### src/rtl/mpr_pkg.sv
package mpr_pkg;
    typedef enum logic [1:0] {
        RX_IDLE  = 2'd0,
        RX_START = 2'd1,
        RX_BITS  = 2'd2
    } rx_state_e;
endpackage

### src/rtl/mpr_sync.sv
module mpr_sync #(
    parameter int STAGES = 2
) (
    input  logic clk,
    input  logic rst_n,
    input  logic d,
    output logic q
);
    logic [STAGES-1:0] sh_d, sh_q;

    always_comb begin
        sh_d = {sh_q[STAGES-2:0], d};
    end

    always_ff @(posedge clk or negedge rst_n) begin
        if (!rst_n) sh_q <= '1;
        else        sh_q <= sh_d;
    end

    assign q = sh_q[STAGES-1];
endmodule

### src/rtl/mpr_tick.sv
module mpr_tick #(
    parameter int DIV_W = 16
) (
    input  logic             clk,
    input  logic             rst_n,
    input  logic             en,
    input  logic [DIV_W-1:0] div,
    output logic             tick
);
    logic [DIV_W-1:0] cnt_d, cnt_q;
    logic [DIV_W-1:0] div_eff;

    always_comb begin
        div_eff = (div == '0) ? DIV_W'(1) : div;
        tick    = 1'b0;
        cnt_d   = cnt_q;
        if (!en) begin
            cnt_d = '0;
        end else if (cnt_q >= div_eff - DIV_W'(1)) begin
            cnt_d = '0;
            tick  = 1'b1;
        end else begin
            cnt_d = cnt_q + DIV_W'(1);
        end
    end

    always_ff @(posedge clk or negedge rst_n) begin
        if (!rst_n) cnt_q <= '0;
        else        cnt_q <= cnt_d;
    end
endmodule

### src/rtl/mpr_deframer.sv
module mpr_deframer
    import mpr_pkg::*;
#(
    parameter int DATA_BITS  = 8,
    parameter int OVERSAMPLE = 16
) (
    input  logic                 clk,
    input  logic                 rst_n,
    input  logic                 en,
    input  logic                 tick,
    input  logic                 line,
    output logic                 done,
    output logic [DATA_BITS-1:0] data,
    output logic                 mpb,
    output logic                 stop_ok
);
    localparam int FRAME_BITS = DATA_BITS + 2;
    localparam int CNT_W      = $clog2(OVERSAMPLE);
    localparam int IDX_W      = $clog2(FRAME_BITS);
    localparam int MID        = OVERSAMPLE / 2 - 1;
    localparam int LAST       = OVERSAMPLE - 1;

    typedef struct packed {
        rx_state_e            state;
        logic [CNT_W-1:0]     cnt;
        logic [IDX_W-1:0]     idx;
        logic [DATA_BITS:0]   shreg;
        logic                 done;
        logic                 stop_ok;
    } df_t;

    df_t df_d, df_q;

    always_comb begin
        df_d      = df_q;
        df_d.done = 1'b0;
        if (!en) begin
            df_d.state = RX_IDLE;
            df_d.cnt   = '0;
            df_d.idx   = '0;
        end else if (tick) begin
            case (df_q.state)
                RX_IDLE: begin
                    if (!line) begin
                        df_d.state = RX_START;
                        df_d.cnt   = CNT_W'(1);
                    end
                end
                RX_START: begin
                    if (df_q.cnt == CNT_W'(MID)) begin
                        df_d.cnt = '0;
                        df_d.idx = '0;
                        df_d.state = line ? RX_IDLE : RX_BITS;
                    end else begin
                        df_d.cnt = df_q.cnt + CNT_W'(1);
                    end
                end
                RX_BITS: begin
                    if (df_q.cnt == CNT_W'(LAST)) begin
                        df_d.cnt = '0;
                        if (df_q.idx == IDX_W'(FRAME_BITS - 1)) begin
                            df_d.stop_ok = line;
                            df_d.done    = 1'b1;
                            df_d.state   = RX_IDLE;
                        end else begin
                            df_d.shreg = {line, df_q.shreg[DATA_BITS:1]};
                            df_d.idx   = df_q.idx + IDX_W'(1);
                        end
                    end else begin
                        df_d.cnt = df_q.cnt + CNT_W'(1);
                    end
                end
                default: df_d.state = RX_IDLE;
            endcase
        end
    end

    always_ff @(posedge clk or negedge rst_n) begin
        if (!rst_n) begin
            df_q         <= '0;
            df_q.state   <= RX_IDLE;
            df_q.stop_ok <= 1'b1;
        end else begin
            df_q <= df_d;
        end
    end

    assign done    = df_q.done;
    assign data    = df_q.shreg[DATA_BITS-1:0];
    assign mpb     = df_q.shreg[DATA_BITS];
    assign stop_ok = df_q.stop_ok;
endmodule

### src/rtl/mpr_rx.sv
module mpr_rx #(
    parameter int DATA_BITS   = 8,
    parameter int OVERSAMPLE  = 16,
    parameter int DIV_W       = 16,
    parameter int SYNC_STAGES = 2
) (
    input  logic                 clk,
    input  logic                 rst_n,
    input  logic                 rxd,
    input  logic [DIV_W-1:0]     baud_div,
    input  logic                 rx_enable,
    input  logic                 mp_mode,
    input  logic                 irq_enable,
    input  logic                 wake_arm_set,
    input  logic                 wake_arm_clr,
    input  logic                 clr_full,
    input  logic                 clr_frame_err,
    input  logic                 clr_overrun,
    input  logic                 clr_addr,
    output logic [DATA_BITS-1:0] rx_data,
    output logic                 data_full,
    output logic                 frame_err,
    output logic                 overrun_err,
    output logic                 addr_flag,
    output logic                 wake_arm,
    output logic                 irq_rx,
    output logic                 irq_err
);
    typedef struct packed {
        logic [DATA_BITS-1:0] data;
        logic                 full;
        logic                 fe;
        logic                 ov;
        logic                 addr;
        logic                 arm;
    } stat_t;

    logic                 line_s;
    logic                 tick;
    logic                 frm_done;
    logic [DATA_BITS-1:0] frm_data;
    logic                 frm_mpb;
    logic                 frm_stop_ok;
    logic                 filtered;
    logic                 accept;
    stat_t                st_d, st_q;

    mpr_sync #(.STAGES(SYNC_STAGES)) u_sync (
        .clk(clk), .rst_n(rst_n), .d(rxd), .q(line_s)
    );

    mpr_tick #(.DIV_W(DIV_W)) u_tick (
        .clk(clk), .rst_n(rst_n), .en(rx_enable), .div(baud_div), .tick(tick)
    );

    mpr_deframer #(.DATA_BITS(DATA_BITS), .OVERSAMPLE(OVERSAMPLE)) u_deframer (
        .clk(clk), .rst_n(rst_n), .en(rx_enable), .tick(tick), .line(line_s),
        .done(frm_done), .data(frm_data), .mpb(frm_mpb), .stop_ok(frm_stop_ok)
    );

    always_comb begin
        filtered = mp_mode && st_q.arm && !frm_mpb;
        accept   = frm_done && !filtered;
        st_d     = st_q;

        if (clr_full)      st_d.full = 1'b0;
        if (clr_frame_err) st_d.fe   = 1'b0;
        if (clr_overrun)   st_d.ov   = 1'b0;
        if (clr_addr)      st_d.addr = 1'b0;
        if (wake_arm_clr)  st_d.arm  = 1'b0;
        if (wake_arm_set)  st_d.arm  = 1'b1;

        if (accept) begin
            if (mp_mode && frm_mpb) begin
                st_d.addr = 1'b1;
                st_d.arm  = 1'b0;
            end
            if (st_q.full && !clr_full) begin
                st_d.ov = 1'b1;
            end else begin
                st_d.data = frm_data;
                st_d.full = 1'b1;
            end
            if (!frm_stop_ok) st_d.fe = 1'b1;
        end
    end

    always_ff @(posedge clk or negedge rst_n) begin
        if (!rst_n) st_q <= '0;
        else        st_q <= st_d;
    end

    assign rx_data     = st_q.data;
    assign data_full   = st_q.full;
    assign frame_err   = st_q.fe;
    assign overrun_err = st_q.ov;
    assign addr_flag   = st_q.addr;
    assign wake_arm    = st_q.arm;
    assign irq_rx      = irq_enable && st_q.full;
    assign irq_err     = irq_enable && (st_q.fe || st_q.ov);
endmodule

### config.mk
export PLATFORM = sky130hd
export DESIGN_NAME = mpr_rx
export DESIGN_NICKNAME = d
export VERILOG_FILES = /design/src/rtl/mpr_pkg.sv /design/src/rtl/mpr_sync.sv /design/src/rtl/mpr_tick.sv /design/src/rtl/mpr_deframer.sv /design/src/rtl/mpr_rx.sv
export SDC_FILE = /design/constraint.sdc
export NUM_CORES = 1
export LEC_CHECK = 0
export ABC_CLOCK_PERIOD_IN_PS = 5800
export BUFFER_PORTS_ARGS = -buffer_cell sky130_fd_sc_hd__buf_4
export CAP_MARGIN = 0
export CORE_MARGIN = 2
export CORE_UTILIZATION = 64
export CTS_BUF_LIST = sky130_fd_sc_hd__clkbuf_2
export DETAILED_ROUTE_END_ITERATION = 12
export PLACE_DENSITY = 0.86
export RECOVER_POWER = 50
export SLEW_MARGIN = 20
export SYNTH_ARGS = -nofsm -noshare
export SYNTH_HDL_FRONTEND = slang
export SYNTH_SLANG_ARGS = --single-unit
### constraint.sdc
create_clock -name clk -period 5.8 [get_ports clk]
set_clock_uncertainty 0.2 [all_clocks]
set_input_delay 0.29 -clock clk [delete_from_list [all_inputs] [get_ports clk]]
set_output_delay 0.29 -clock clk [all_outputs]
set_load 0.03 [all_outputs]
After elaboration in Yosys (flattened, before gate mapping)
Index checks and enable logic that the tools add are counted.
Cells by class
  $add $sub $neg: 4
  $lt $le $gt $ge: 1
  eq/ne operators: 13
  mux-type cells: 34
  bitwise gates (word level): 2
  reductions and logical operators: 19
Operators with widths (count)
  $mux W16: 3
  $mux W21: 1
  $reduce_and A5 Y1: 4
  $add A16 B1 Y16 const B: 1
  $ge A16 B16 Y1: 1
  $logic_not A16 Y1: 1
  $sub A16 B1 Y16 const B: 1
  $mux W15: 1
  $mux W2: 7
  $mux W13: 1
  $mux W4: 3
  $pmux W4 S3: 1
  $mux W1: 11
  $mux W11: 1
  $mux W10: 1
  $ne A3 B2 Y1 const B: 3
  $add A4 B1 Y4 const B: 2
  $eq A4 B4 Y1 const B: 2
  $pmux W4 S2: 1
  $logic_and A1 B1 Y1: 7
  $mux W6: 1
  $ne A3 B3 Y1 const B: 2
  $pmux W2 S3: 1
  $mux W5: 1
  other kinds (12): 15
Storage, ports and cells
  register bits after elaboration: 52
  input port bits: 28

Depth between registers and ports, before layout
Gate-level depths: netlist of the first run.
  depth in word-level cells: 8
  mapped depth: 18
  gate-level depth less buffers: 17

Cells and area by module
Synthesis of the first run repeated with hierarchy kept, for this count alone.
Unflattened totals
  cells, all modules: 310
  area total of the unflattened synthesis: 3324.4 sq um
By module, submodules not included
  mpr_tick: times used 1, cells each 161, area each 1521.5 sq um
  mpr_deframer: times used 1, cells each 110, area each 1212.4 sq um
  mpr_rx: times used 1, cells each 37, area each 538.0 sq um
  mpr_sync: times used 1, cells each 2, area each 52.6 sq um

Least setup slack after synthesis of the first run
Ideal clock, no wire load.
  path kind: input-to-reg
  from: input port baud_div[8]
  to: register u_deframer.df_q[17] in the netlist's numbering
  setup time: 0.120 ns
  arrival time: 3.633 ns
  data required time: 5.480 ns
  path slack: 1.848 ns
  stages: 18
  cell sequence: or4_4 > nor4_4 > a21oi_1 > ha_1 > nand2b_1 > nor3_1 > nand2_1 > or4_1 > nor4_1 > xnor2_1 > ha_1 > nand4_2 > nor4_1 > o21ai_1 > and3_4 > buf_6 > o311a_1 > a31o_1
Between the ends
  cells in the longest elaborated chain, start to end: 8
RTL lines
  start, declared: RTL line mpr_rx.sv:10  | input logic [DIV_W-1:0] baud_div,
  $logic_not A16 Y1: RTL line mpr_tick.sv:14  | div_eff = (div == '0) ? DIV_W'(1) : div;
  $mux W16 *: RTL line mpr_tick.sv:14
  $sub A16 B1 Y16 *: RTL line mpr_tick.sv:19  | end else if (cnt_q >= div_eff - DIV_W'(1)) begin
  $ge A16 B16 Y1 *: RTL line mpr_tick.sv:19
  $mux W1 *: RTL line mpr_tick.sv:19
  $mux W1 *: RTL line mpr_tick.sv:17  | if (!en) begin
  $ne A2 B1 Y1 (no source line) *
  $reduce_and A3 Y1 (no source line) *
  end, declared: RTL line mpr_deframer.sv:32  | df_t df_d, df_q;
Every way passes the cells marked *; elsewhere a longest branch is shown, timed or not.
A chain may end at the register's enable or synchronous reset.

Final worst setup path of the first run
  from: input port baud_div[11]
  to: register, netlist name u_deframer.stop_ok
Between the ends
  cells in the longest elaborated chain, start to end: 7
RTL lines (RTL line)
  $logic_not A16 Y1: mpr_tick.sv:14
  $mux W16 *: mpr_tick.sv:14
  $sub A16 B1 Y16 *: mpr_tick.sv:19
  $ge A16 B16 Y1 *: mpr_tick.sv:19
  $mux W1 *: mpr_tick.sv:19
  $mux W1 *: mpr_tick.sv:17
  $reduce_and A5 Y1 (no source line) *
Marks and branches as above.

==> metrics.cfg, run 1 <==
[outcome]
outcome=finished with violations
failed_checks=capacitance limit, slew limit

[drt]
routed-via-count=2356
antenna_left=0
routed_wl_mm=5.816
routedWlPerCell_um=14.25
remaining_drc_errors=0
drt_iter0_markers=156
number_of_search_and_repair_iterations_in_the_first_detailed_routing_pass=5
route.detailed.vias_per_inst=5.775

[sta]
highest_clock_frequency_the_design_can_meet_mhz=254.3
maxSlewHeadroom_pct=-80.36
hold_slack_ns=0.1309
finalCriticalPeriod_ns=3.932
min_period_over_period_pct=67.79
fin_tns_setup_ns=0
timing_worst_slew_pin_value_ns=2.705
setup_viol_count_final=0
timing.final.max_slew_violations=53
rsz_0062_raised_after_global_routing=no
hold_viol_final=0

[floorplanning]
rows=25
die-width_um=73.65
boundaryPins=43
fp.coreArea_mm2=0.004692
floorplan.initialDensity_pct=66.16
die_area_mm2=0.005424
die_h_um=73.65

[synth]
synth-edff-count=0
post-synth-top-area-fraction_pct=39.50
synth_most_common_cell=sky130_fd_sc_hd__dfrtp_1
synth-warning-count=0
netlist.top_cell.by_area=sky130_fd_sc_hd__dfrtp_1
post_synth_num_cell_types=54
syn_nets=352
synthArstFlopShare_pct=100.0
synth.top_cells.by_area=sky130_fd_sc_hd__dfrtp_1 (40%), sky130_fd_sc_hd__ha_1 (10%), sky130_fd_sc_hd__mux2_2 (6.5%)
synthesis.area_mm2=0.003104
ys_ff_latch=52
synthCells=299
dominantRegCellSynth=sky130_fd_sc_hd__dfrtp_1
synth.top_cells.by_count=sky130_fd_sc_hd__dfrtp_1 (49), sky130_fd_sc_hd__nor2_1 (26), sky130_fd_sc_hd__ha_1 (25), sky130_fd_sc_hd__mux2_2 (18), sky130_fd_sc_hd__nand2_1 (16)
synth.avg_cell_area_um2=10.38
synth_seq_area_share_pct=42.04

[clocking]
cts_tree=yes
post-cts-setup-buffers=0
clockBufferDepth=2
cts_inserted_buffers=5
clock_sink_count=52
worst_setup_hold_path_clk_slew_ns=0.25
htree_levels=2
root_buffer=sky130_fd_sc_hd__clkbuf_2
worst_skew_pair.late_latency_ns=0.42

[critical_path]
critical_path.max_stage_delay_ns=0.44
cp-end-kind=flop
timing.critical_path.cells=buf_4, or4_1, nor4_4, a21oi_1, ha_1, nand2b_1, nor3_1, nand2_1, or4_1, nor4_1, xnor2_1, ha_1, nand4_2, nor4_1, o21ai_1, and3_4, nor4_4, mux2_2
crit_path_start_kind=input pin
classification_of_the_worst_setup_path=in2reg
worst_ep_arrival_time_ns=4.11
timing.critical_path.slowest_stage_cell=sky130_fd_sc_hd__or4_1
timing.critical_path.max_delay_family=simple AND/OR/NAND/NOR gates
ff2ff_path_depth=7
required_ns=5.98
critical_path_cell_count=18
setup.worst_path.start=baud_div[11]
reg2reg_slack_ns=3.18
timing.rr.end=u_deframer.data[0]
cp_num_buf_inv=1
rr_startpoint=u_tick.cnt_q[11]
timing.critical_path.fanout_max=13
endpoint=u_deframer.stop_ok

[power_and_ir_drop]
static-leakage-power_uw=0.001684
cellPowerDensity_mw_per_mm2=160.3
power.total_uw=575.7
peakVddDrop_mv=0.1098

[finish]
area_taken_by_flip_flops_and_latches_mm2=0.001305
layout.filler_cells=317
layout-drive-gt1-share_pct=21.75
fin_nets=406
area_of_the_multi_input_gates_mm2=0.001709
flow.area_growth_from_synthesis_pct=15.68
antenna-diode-count=0

[global_route]
grt_first_pass_wirelength_mm=10.21
grt_max_degree=53
grt_overflow_total=0
number_of_global_route_vias_before_repair=2321
number_of_antenna_violations_at_the_first_check_in_global_routing=0
overall_routing_resource_usage_pct=23.84

[place]
place_hpwl_mm=4.331
gp_congestion=0.9007
placement.io_buffers=42

[flow_run]
max_cap_violations=1

[hold_path]
worstHoldPathType=in2reg

-- flip-flops by register name, indices dropped and copies added, names as in the netlist --
signal and flops:
u_deframer.df_q 10, u_deframer.data 8, u_deframer.stop_ok 1, u_deframer.done 1, wake_arm 1, u_sync.sh_q 2, u_deframer.mpb 1, addr_flag 1
data_full 1, frame_err 1, rx_data 8, u_tick.cnt_q 16, overrun_err 1
-- layer usage --
layer / GRT usage [%] / up-vias / routed length [µm] / part of all wire [%]
met5: 0 / - / 0 / 0
met2: 40.67 / 33 / 2879 / 50
met3: 3.292 / 9 / 123 / 2.1
met1: 31.80 / 1133 / 2732 / 47
met4: 6.465 / 0 / 80 / 1.4
li1: - / 1181 / - / -
-- cell type report --
type                            count  area share [%]
Tap cell                           54           1.882
Clock inverter                      3          0.4878
Multi-Input combinational cell    227           47.60
Inverter                           14           1.463
Sequential cell                    52           36.34
Timing Repair Buffer               53           11.53
Clock buffer                        5          0.6969
-- worst min-delay path, stage by stage --
cell and delay (ns):
sky130_fd_sc_hd__buf_4 0.11, sky130_fd_sc_hd__nand2_1 0.05, sky130_fd_sc_hd__o21ai_0 0.16, sky130_fd_sc_hd__nand2_1 0.12
-- logic make-up after synthesis --
family	after synthesis	synth area share (%)
flip-flops	52	42.04
AND/OR/NAND/NOR	103	19.59
buffers and inverters	20	2.902
multiplexers	22	7.819
AO/OA/AOI/OAI	52	10.52
XOR/XNOR	25	7.054
adder cells (fa/ha/maj)	25	10.08
-- cells in the final DEF (no fill, tap or decap), types with 2 or more instances in the layout --
| master | count |
|---|---|
| sky130_fd_sc_hd__or4_1 | 2 |
| sky130_fd_sc_hd__dfstp_2 | 3 |
| sky130_fd_sc_hd__xnor2_1 | 13 |
| sky130_fd_sc_hd__nand3b_1 | 2 |
| sky130_fd_sc_hd__dfrtp_1 | 49 |
| sky130_fd_sc_hd__o21ai_0 | 13 |
| sky130_fd_sc_hd__mux2i_1 | 4 |
| sky130_fd_sc_hd__o21a_1 | 5 |
| sky130_fd_sc_hd__inv_1 | 14 |
| sky130_fd_sc_hd__nand3_1 | 13 |
| sky130_fd_sc_hd__and2_1 | 3 |
| sky130_fd_sc_hd__dlygate4sd3_1 | 11 |
| sky130_fd_sc_hd__nor3_1 | 6 |
| sky130_fd_sc_hd__ha_1 | 25 |
| sky130_fd_sc_hd__nand2_1 | 16 |
| sky130_fd_sc_hd__nor4_4 | 2 |
| sky130_fd_sc_hd__clkbuf_2 | 5 |
| sky130_fd_sc_hd__xor2_1 | 12 |
| sky130_fd_sc_hd__buf_4 | 38 |
| sky130_fd_sc_hd__o311ai_0 | 2 |
| sky130_fd_sc_hd__nor4_1 | 3 |
| sky130_fd_sc_hd__mux2_2 | 18 |
| sky130_fd_sc_hd__nor2b_1 | 2 |
| sky130_fd_sc_hd__nor2_1 | 26 |
| sky130_fd_sc_hd__a22oi_1 | 2 |
| sky130_fd_sc_hd__a31oi_1 | 2 |
| sky130_fd_sc_hd__and3_1 | 5 |
| sky130_fd_sc_hd__a21oi_1 | 14 |
| sky130_fd_sc_hd__o22ai_1 | 3 |
| sky130_fd_sc_hd__clkbuf_1 | 3 |
| sky130_fd_sc_hd__nand2b_1 | 6 |
| sky130_fd_sc_hd__nand4_1 | 3 |
| sky130_fd_sc_hd__nand4b_1 | 2 |
-- how the worst min path moves through the flow --
stage	start	endpoint	cells after the start
4_1_cts	mp_mode	data_full	4
2_1_floorplan	rst_n	addr_flag	0
5_1_grt	mp_mode	data_full	4
3_3_place_gp	rst_n	u_tick.cnt_q[13]	1
6_report	mp_mode	data_full	4
3_5_place_dp	u_sync.sh_q[0]	u_sync.sh_q[1]	0
-- report_power, final --
| part | switching (µW) | internal, µW |
|---|---|---|
| Clock | 109 | 29.5 |
| Combinational | 34.9 | 32.0 |
| Sequential | 3.22 | 367 |
| Total | 147 | 429 |
-- metrics by stage --
step                utilization, %  instance area [µm²]  std cells  setup WS [ns]
CTS                          76.77                 3602        408          1.902
global placement             73.52                 3450        389          1.550
global route                 76.53                 3591        408          1.521
detailed placement           73.52                 3450        389          1.413
floorplan                        -                 3104        299          1.848
finish                       76.53                 3591        408          1.868
-- what timing repair did --
action / 4_1_cts / 5_1_grt
hold buffers: 11 / 0
resized for setup: 0 / 0
hold endpoints to repair: 60 / 0
(Power assumes the default switching activity.)
==> inputs of run 2 (changes only) <==
- ABC_AREA: default -> 1
- ABC_CLOCK_PERIOD_IN_PS: 5800 -> 3200
- CORE_UTILIZATION: 64 -> 54
- PLACE_DENSITY: 0.86 -> 0.76
- clock period: 5.8 -> 3.2 ns (I/O delays scaled with it)
==> metrics.cfg, run 2 <==
[outcome]
outcome=complete, no violations

[finish]
max_flop_register=u_tick.cnt_q
layout.filler_cells=540
mostFrequentLayoutCells=sky130_fd_sc_hd__nand2_1 (71), sky130_fd_sc_hd__inv_1 (63), sky130_fd_sc_hd__dfrtp_1 (49)
finish.utilization_pct=65.45
antenna-diode-count=0
layout-drive-gt1-share_pct=19.10
stdcell_area_mm2=0.003875
layout_top_registers=u_tick.cnt_q (16), u_deframer.df_q (10)
fin_nets=518
largest_reg_flops=16
flow.area_growth_from_synthesis_pct=17.44
commonest_non_fill_non_tap_cell_in_the_layout=sky130_fd_sc_hd__nand2_1

[global_route]
number_of_antenna_violations_at_the_first_check_in_global_routing=0
grt_first_pass_wirelength_mm=11.66
number_of_global_route_vias_before_repair=2659
grt_max_degree=53
overall_routing_resource_usage_pct=22.23
grt_overflow_total=0

[flow_run]
max_cap_violations=0

[drt]
routedWlPerCell_um=12.44
routed_wl_mm=6.729
remaining_drc_errors=0
number_of_search_and_repair_iterations_in_the_first_detailed_routing_pass=4
routed-via-count=2746
antenna_left=0
route.detailed.vias_per_inst=5.076
drt_iter0_markers=126

[place]
dpl_cell_area_mm2=0.003714
place_hpwl_mm=5.109
placement.io_buffers=42
gp_congestion=0.9197

[floorplanning]
rows=28
die-width_um=82.17
floorplan.initialDensity_pct=55.73
fp.coreArea_mm2=0.005921
boundaryPins=43
die_area_mm2=0.006751
die_h_um=82.17

[clocking]
cts_tree=yes
post-cts-setup-buffers=0
worst_setup_hold_path_clk_slew_ns=0.25
cts_inserted_buffers=5
cts_resized=0
clock_sink_count=52
htree_levels=2
clockBufferDepth=2
worst_skew_pair.late_latency_ns=0.46
root_buffer=sky130_fd_sc_hd__clkbuf_2

[critical_path]
critical_path.most_common_cell=sky130_fd_sc_hd__nand2_1
critical_path.max_stage_delay_ns=0.28
cp-end-kind=flop
timing.critical_path.cells=buf_4, inv_1, nand2_1, nor3_1, a31oi_2, ha_1, nand3_1, nor2_1, nand2_1, nor3_1, xor2_1, inv_1, ha_1, nand2_1, o21ai_0, nor2_2, nand3_4, nand3_2, nand2_1, o21ai_1
required_ns=3.36
reg2reg_slack_ns=0.91
timing.critical_path.max_delay_family=simple AND/OR/NAND/NOR gates
classification_of_the_worst_setup_path=in2reg
timing.critical_path.fanout_max=19
worst_ep_arrival_time_ns=2.88
crit_path_start_kind=input pin
cp_num_buf_inv=3
timing.critical_path.slowest_stage_cell=sky130_fd_sc_hd__ha_1

[sta]
highest_clock_frequency_the_design_can_meet_mhz=368.0
timing_worst_slew_pin_value_ns=1.261
setup_viol_count_final=0
timing.final.max_slew_violations=0
finalCriticalPeriod_ns=2.718
maxSlewHeadroom_pct=15.91
hold_viol_final=0
min_period_over_period_pct=84.93
rsz_0062_raised_after_global_routing=no

[synth]
synth_seq_area_share_pct=39.55
synthesis.area_mm2=0.003299
post-synth-top-area-fraction_pct=37.16
netlist.top_cell.by_area=sky130_fd_sc_hd__dfrtp_1
dominantRegCellSynth=sky130_fd_sc_hd__dfrtp_1
synth.top_cells.by_area=sky130_fd_sc_hd__dfrtp_1 (37%), sky130_fd_sc_hd__ha_1 (9.5%), sky130_fd_sc_hd__nand2_1 (8.1%)
synthCells=403
synth.top_cells.by_count=sky130_fd_sc_hd__nand2_1 (71), sky130_fd_sc_hd__inv_1 (63), sky130_fd_sc_hd__dfrtp_1 (49), sky130_fd_sc_hd__nor2_1 (40), sky130_fd_sc_hd__ha_1 (25)
syn_nets=456
synth-edff-count=0
synthArstFlopShare_pct=100.0
synth_most_common_cell=sky130_fd_sc_hd__nand2_1
post_synth_num_cell_types=39
synth.avg_cell_area_um2=8.187
ys_ff_latch=52
synth-warning-count=0

[power_and_ir_drop]
peakVddDrop_mv=0.1811
power.total_uw=1098
static-leakage-power_uw=0.001867
cellPowerDensity_mw_per_mm2=283.3

[hold_path]
worstHoldPathType=in2reg

==> run 2: changes by cell type in the layout (fill, tap and decap cells not counted), sizes merged, moves of 11 or more <==
cell   delta
mux2     -17
nor2     +22
o21ai    +21
inv      +51
nand3    +11
nand2    +63
==> run 2: logic make-up after synthesis <==
kind of cell | Yosys count | share of synthesized area (%)
flops | 52 | 39.55
buf+inv | 70 | 8.381
compound gates | 53 | 9.746
fa+ha+maj | 25 | 9.480
simple gates | 181 | 26.92
mux | 1 | 0.3413
xor+xnor | 21 | 5.575
==> run 2: metrics by stage <==
stage / hold slack, ns / setup slack (ns) / std cells / TNS, ns
floorplan: -0.3356 / 0.2334 / 403 / 0
global placement: 0.02733 / 0.1003 / 520 / 0
detailed placement: 0.03778 / -0.01725 / 520 / -0.01994
CTS: 0.02955 / 0.4996 / 541 / 0
global route: 0.08419 / 0.1741 / 541 / 0
finish: 0.1422 / 0.4824 / 541 / 0
==> run 2: where the power goes <==
part / internal, µW / switching [µW]
combinational: 59.2 / 76.0
sequential: 666 / 5.30
clock: 61.2 / 230
total: 786 / 312
==> run 2: cell type report <==
class / instances / area (µm²) / share of cell area (%)
Multi-Input combinational cell: 281 / 1718 / 44.33
Sequential cell: 52 / 1305 / 33.68
Timing Repair Buffer: 60 / 461.7 / 11.91
Inverter: 65 / 244.0 / 6.296
Tap cell: 75 / 93.84 / 2.422
Clock inverter: 3 / 27.53 / 0.7104
Clock buffer: 5 / 25.02 / 0.6458
==> run 2: routing by layer <==
metal	vias up	GRT usage (%)	part of all wire (%)
li1	1425	-	-
met1	1274	29.89	48
met2	39	37.80	48
met3	8	3.587	2.6
met4	0	5.167	1.0
met5	-	0	0
==> run 2: final timing paths <==
check	from	endpoint	depth (start not counted)
max	baud_div[12]	u_deframer.df_q[11]	20
min	rxd	u_sync.sh_q[0]	2
max reg2reg	u_tick.cnt_q[7]	u_deframer.df_q[11]	12
min reg2reg	u_sync.sh_q[0]	u_sync.sh_q[1]	0
max in group asynchronous	rst_n	u_deframer.df_q[12]	2
min in group asynchronous	rst_n	u_tick.cnt_q[12]	2
==> run 2: what timing repair did <==
| item | in CTS | in global routing |
|---|---|---|
| hold endpoints to repair | 78 | 0 |
| setup endpoints to repair | 0 | 0 |
| hold buffers | 13 | 0 |
==> inputs of run 3 (changes only) <==
- ABC_CLOCK_PERIOD_IN_PS: 3200 -> 2800
- CORE_UTILIZATION: 54 -> 60
- PLACE_DENSITY: 0.76 -> 0.8
- clock period: 3.2 -> 2.8 ns (I/O delays scaled with it)
==> metrics.cfg, run 3 (synthesized netlist as in run 2, its figures left out) <==
[power_and_ir_drop]
clock_power_share_pct=29.7
cell_internal_pwr_uw=1005
peakVddDrop_mv=0.2466
power.total_uw=1355
static-leakage-power_uw=0.002014
seq_power_share_pct=56.6
cellPowerDensity_mw_per_mm2=326.6
switching_power_uw=350.7
comb_power_share_pct=13.7
power.share.switching_pct=25.88

[floorplanning]
floorplan.initialDensity_pct=63.39
die_h_um=78.16
die-width_um=78.16
fp.coreArea_mm2=0.005205
rows=26
boundaryPins=43
die_area_mm2=0.006108

[drt]
number_of_search_and_repair_iterations_in_the_first_detailed_routing_pass=5
wl_met3_um=442
routed-via-count=2943
drt_iter0_markers=191
routed_wl_mm=7.221
routedLengthMet1_mm=3.296
remaining_drc_errors=0
antenna_left=0
highest_layer=met4
route.detailed.vias_per_inst=5.237
routedWlPerCell_um=12.85
met2_length_mm=3.377

[finish]
antenna-diode-count=0
commonest_non_fill_non_tap_cell_in_the_layout=sky130_fd_sc_hd__nand2_1
max_flop_register=u_tick.cnt_q
stdcell_area_mm2=0.004150
mostFrequentLayoutCells=sky130_fd_sc_hd__nand2_1 (70), sky130_fd_sc_hd__buf_4 (64), sky130_fd_sc_hd__inv_1 (63)
largest_reg_flops=16
layout_top_registers=u_tick.cnt_q (16), u_deframer.df_q (10)
layout-drive-gt1-share_pct=25.41
flow.area_growth_from_synthesis_pct=25.79
fin_nets=544

[sta]
timing.final.max_slew_violations=0
maxSlewHeadroom_pct=18.03
hold_viol_final=0
timing_worst_slew_pin_value_ns=1.230
highest_clock_frequency_the_design_can_meet_mhz=377.0
finalCriticalPeriod_ns=2.652
min_period_over_period_pct=94.72
setup_viol_count_final=0

[global_route]
number_of_global_route_vias_before_repair=2800
number_of_antenna_violations_at_the_first_check_in_global_routing=0
overall_routing_resource_usage_pct=25.22
grt_first_pass_wirelength_mm=12.41
grt_overflow_total=0
grt_max_degree=53

[clocking]
htree_levels=2
cts_tree=yes
cts_inserted_buffers=5
clock_sink_count=52
root_buffer=sky130_fd_sc_hd__clkbuf_2
worst_skew_pair.late_latency_ns=0.45
worst_setup_hold_path_clk_slew_ns=0.25
clockBufferDepth=2

[outcome]
outcome=complete, no violations

[critical_path]
crit_path_start_kind=input pin
worst_ep_arrival_time_ns=2.81
classification_of_the_worst_setup_path=in2reg
cp-end-kind=flop
required_ns=2.96
timing.critical_path.fanout_max=8

[place]
gp_congestion=0.8720
place_hpwl_mm=5.271
dpl_cell_area_mm2=0.003906
placement.io_buffers=42

[hold_path]
worstHoldPathType=in2reg

[flow_run]
max_cap_violations=0

[run 3: worst paths after layout]
path	from	to	slack, ns	depth (start not counted)
max	baud_div[9]	u_deframer.df_q[14]	0.15	20
min	rxd	u_sync.sh_q[0]	0.13	2
max reg2reg	u_tick.cnt_q[11]	u_deframer.df_q[15]	0.65	8
min reg2reg	u_sync.sh_q[0]	u_sync.sh_q[1]	0.18	0
max in group asynchronous	rst_n	u_deframer.df_q[13]	1.42	2
min in group asynchronous	rst_n	u_tick.cnt_q[10]	0.24	2
[run 3: critical path, cell delays in order]
cell and delay [ns]:
sky130_fd_sc_hd__buf_4 0.09, sky130_fd_sc_hd__nor2_1 0.05, sky130_fd_sc_hd__nand2_1 0.07, sky130_fd_sc_hd__inv_1 0.09
sky130_fd_sc_hd__a31oi_4 0.19, sky130_fd_sc_hd__ha_2 0.20, sky130_fd_sc_hd__nand3_1 0.11, sky130_fd_sc_hd__nor2_2 0.17
sky130_fd_sc_hd__nand2_2 0.08, sky130_fd_sc_hd__nor3_2 0.13, sky130_fd_sc_hd__xor2_1 0.16, sky130_fd_sc_hd__inv_1 0.06
sky130_fd_sc_hd__ha_1 0.29, sky130_fd_sc_hd__nand4_1 0.18, sky130_fd_sc_hd__nor2_2 0.19, sky130_fd_sc_hd__nand2_2 0.13
sky130_fd_sc_hd__nand3_4 0.18, sky130_fd_sc_hd__nand3_4 0.14, sky130_fd_sc_hd__nand2_1 0.10, sky130_fd_sc_hd__o21ai_2 0.05
[run 3: area by class of cell]
cell class | count | area (µm²)
timing repair buffer | 85 | 653.1
fill | 382 | 1055
tap | 70 | 87.58
clock buffer | 5 | 25.02
inverter | 65 | 244.0
sequential | 52 | 1305
clock inverter | 3 | 46.29
multi-input combinational | 282 | 1789
[run 3: power by group through the flow]
stage | sequential [µW] | combinational [µW] | clock, µW
6_report | 767 | 186 | 403
5_1_grt | 768 | 209 | 439
4_1_cts | 767 | 182 | 407
3_5_place_dp | 779 | 171 | 0
3_3_place_gp | 779 | 168 | 0
2_1_floorplan | 779 | 73.1 | 0
[run 3: stage by stage]
stage	util (%)	setup TNS (ns)	instances	hold WS [ns]	setup WS, ns
floorplan	-	0	403	-0.3556	0.01757
global placement	75.05	-7.335	539	0.007645	-0.2813
detailed placement	75.05	-13.35	539	0.008028	-0.4372
CTS	78.92	0	560	0.02109	0.03533
global route	79.74	-0.4832	562	0.09107	-0.07226
finish	79.74	0	562	0.1290	0.1478
[run 3: timing repair]
item,CTS,global route
endpoints found under the setup margin,0,34
buffers inserted,0,1
hold endpoints to repair,72,0
hold buffers,13,0
resized for setup,0,11
[run 3: per-layer routing]
metal	vias up	track usage (%)
li1	1481	-
met1	1350	34.57
met2	101	41.90
met3	11	4.023
met4	0	6.842
met5	-	0
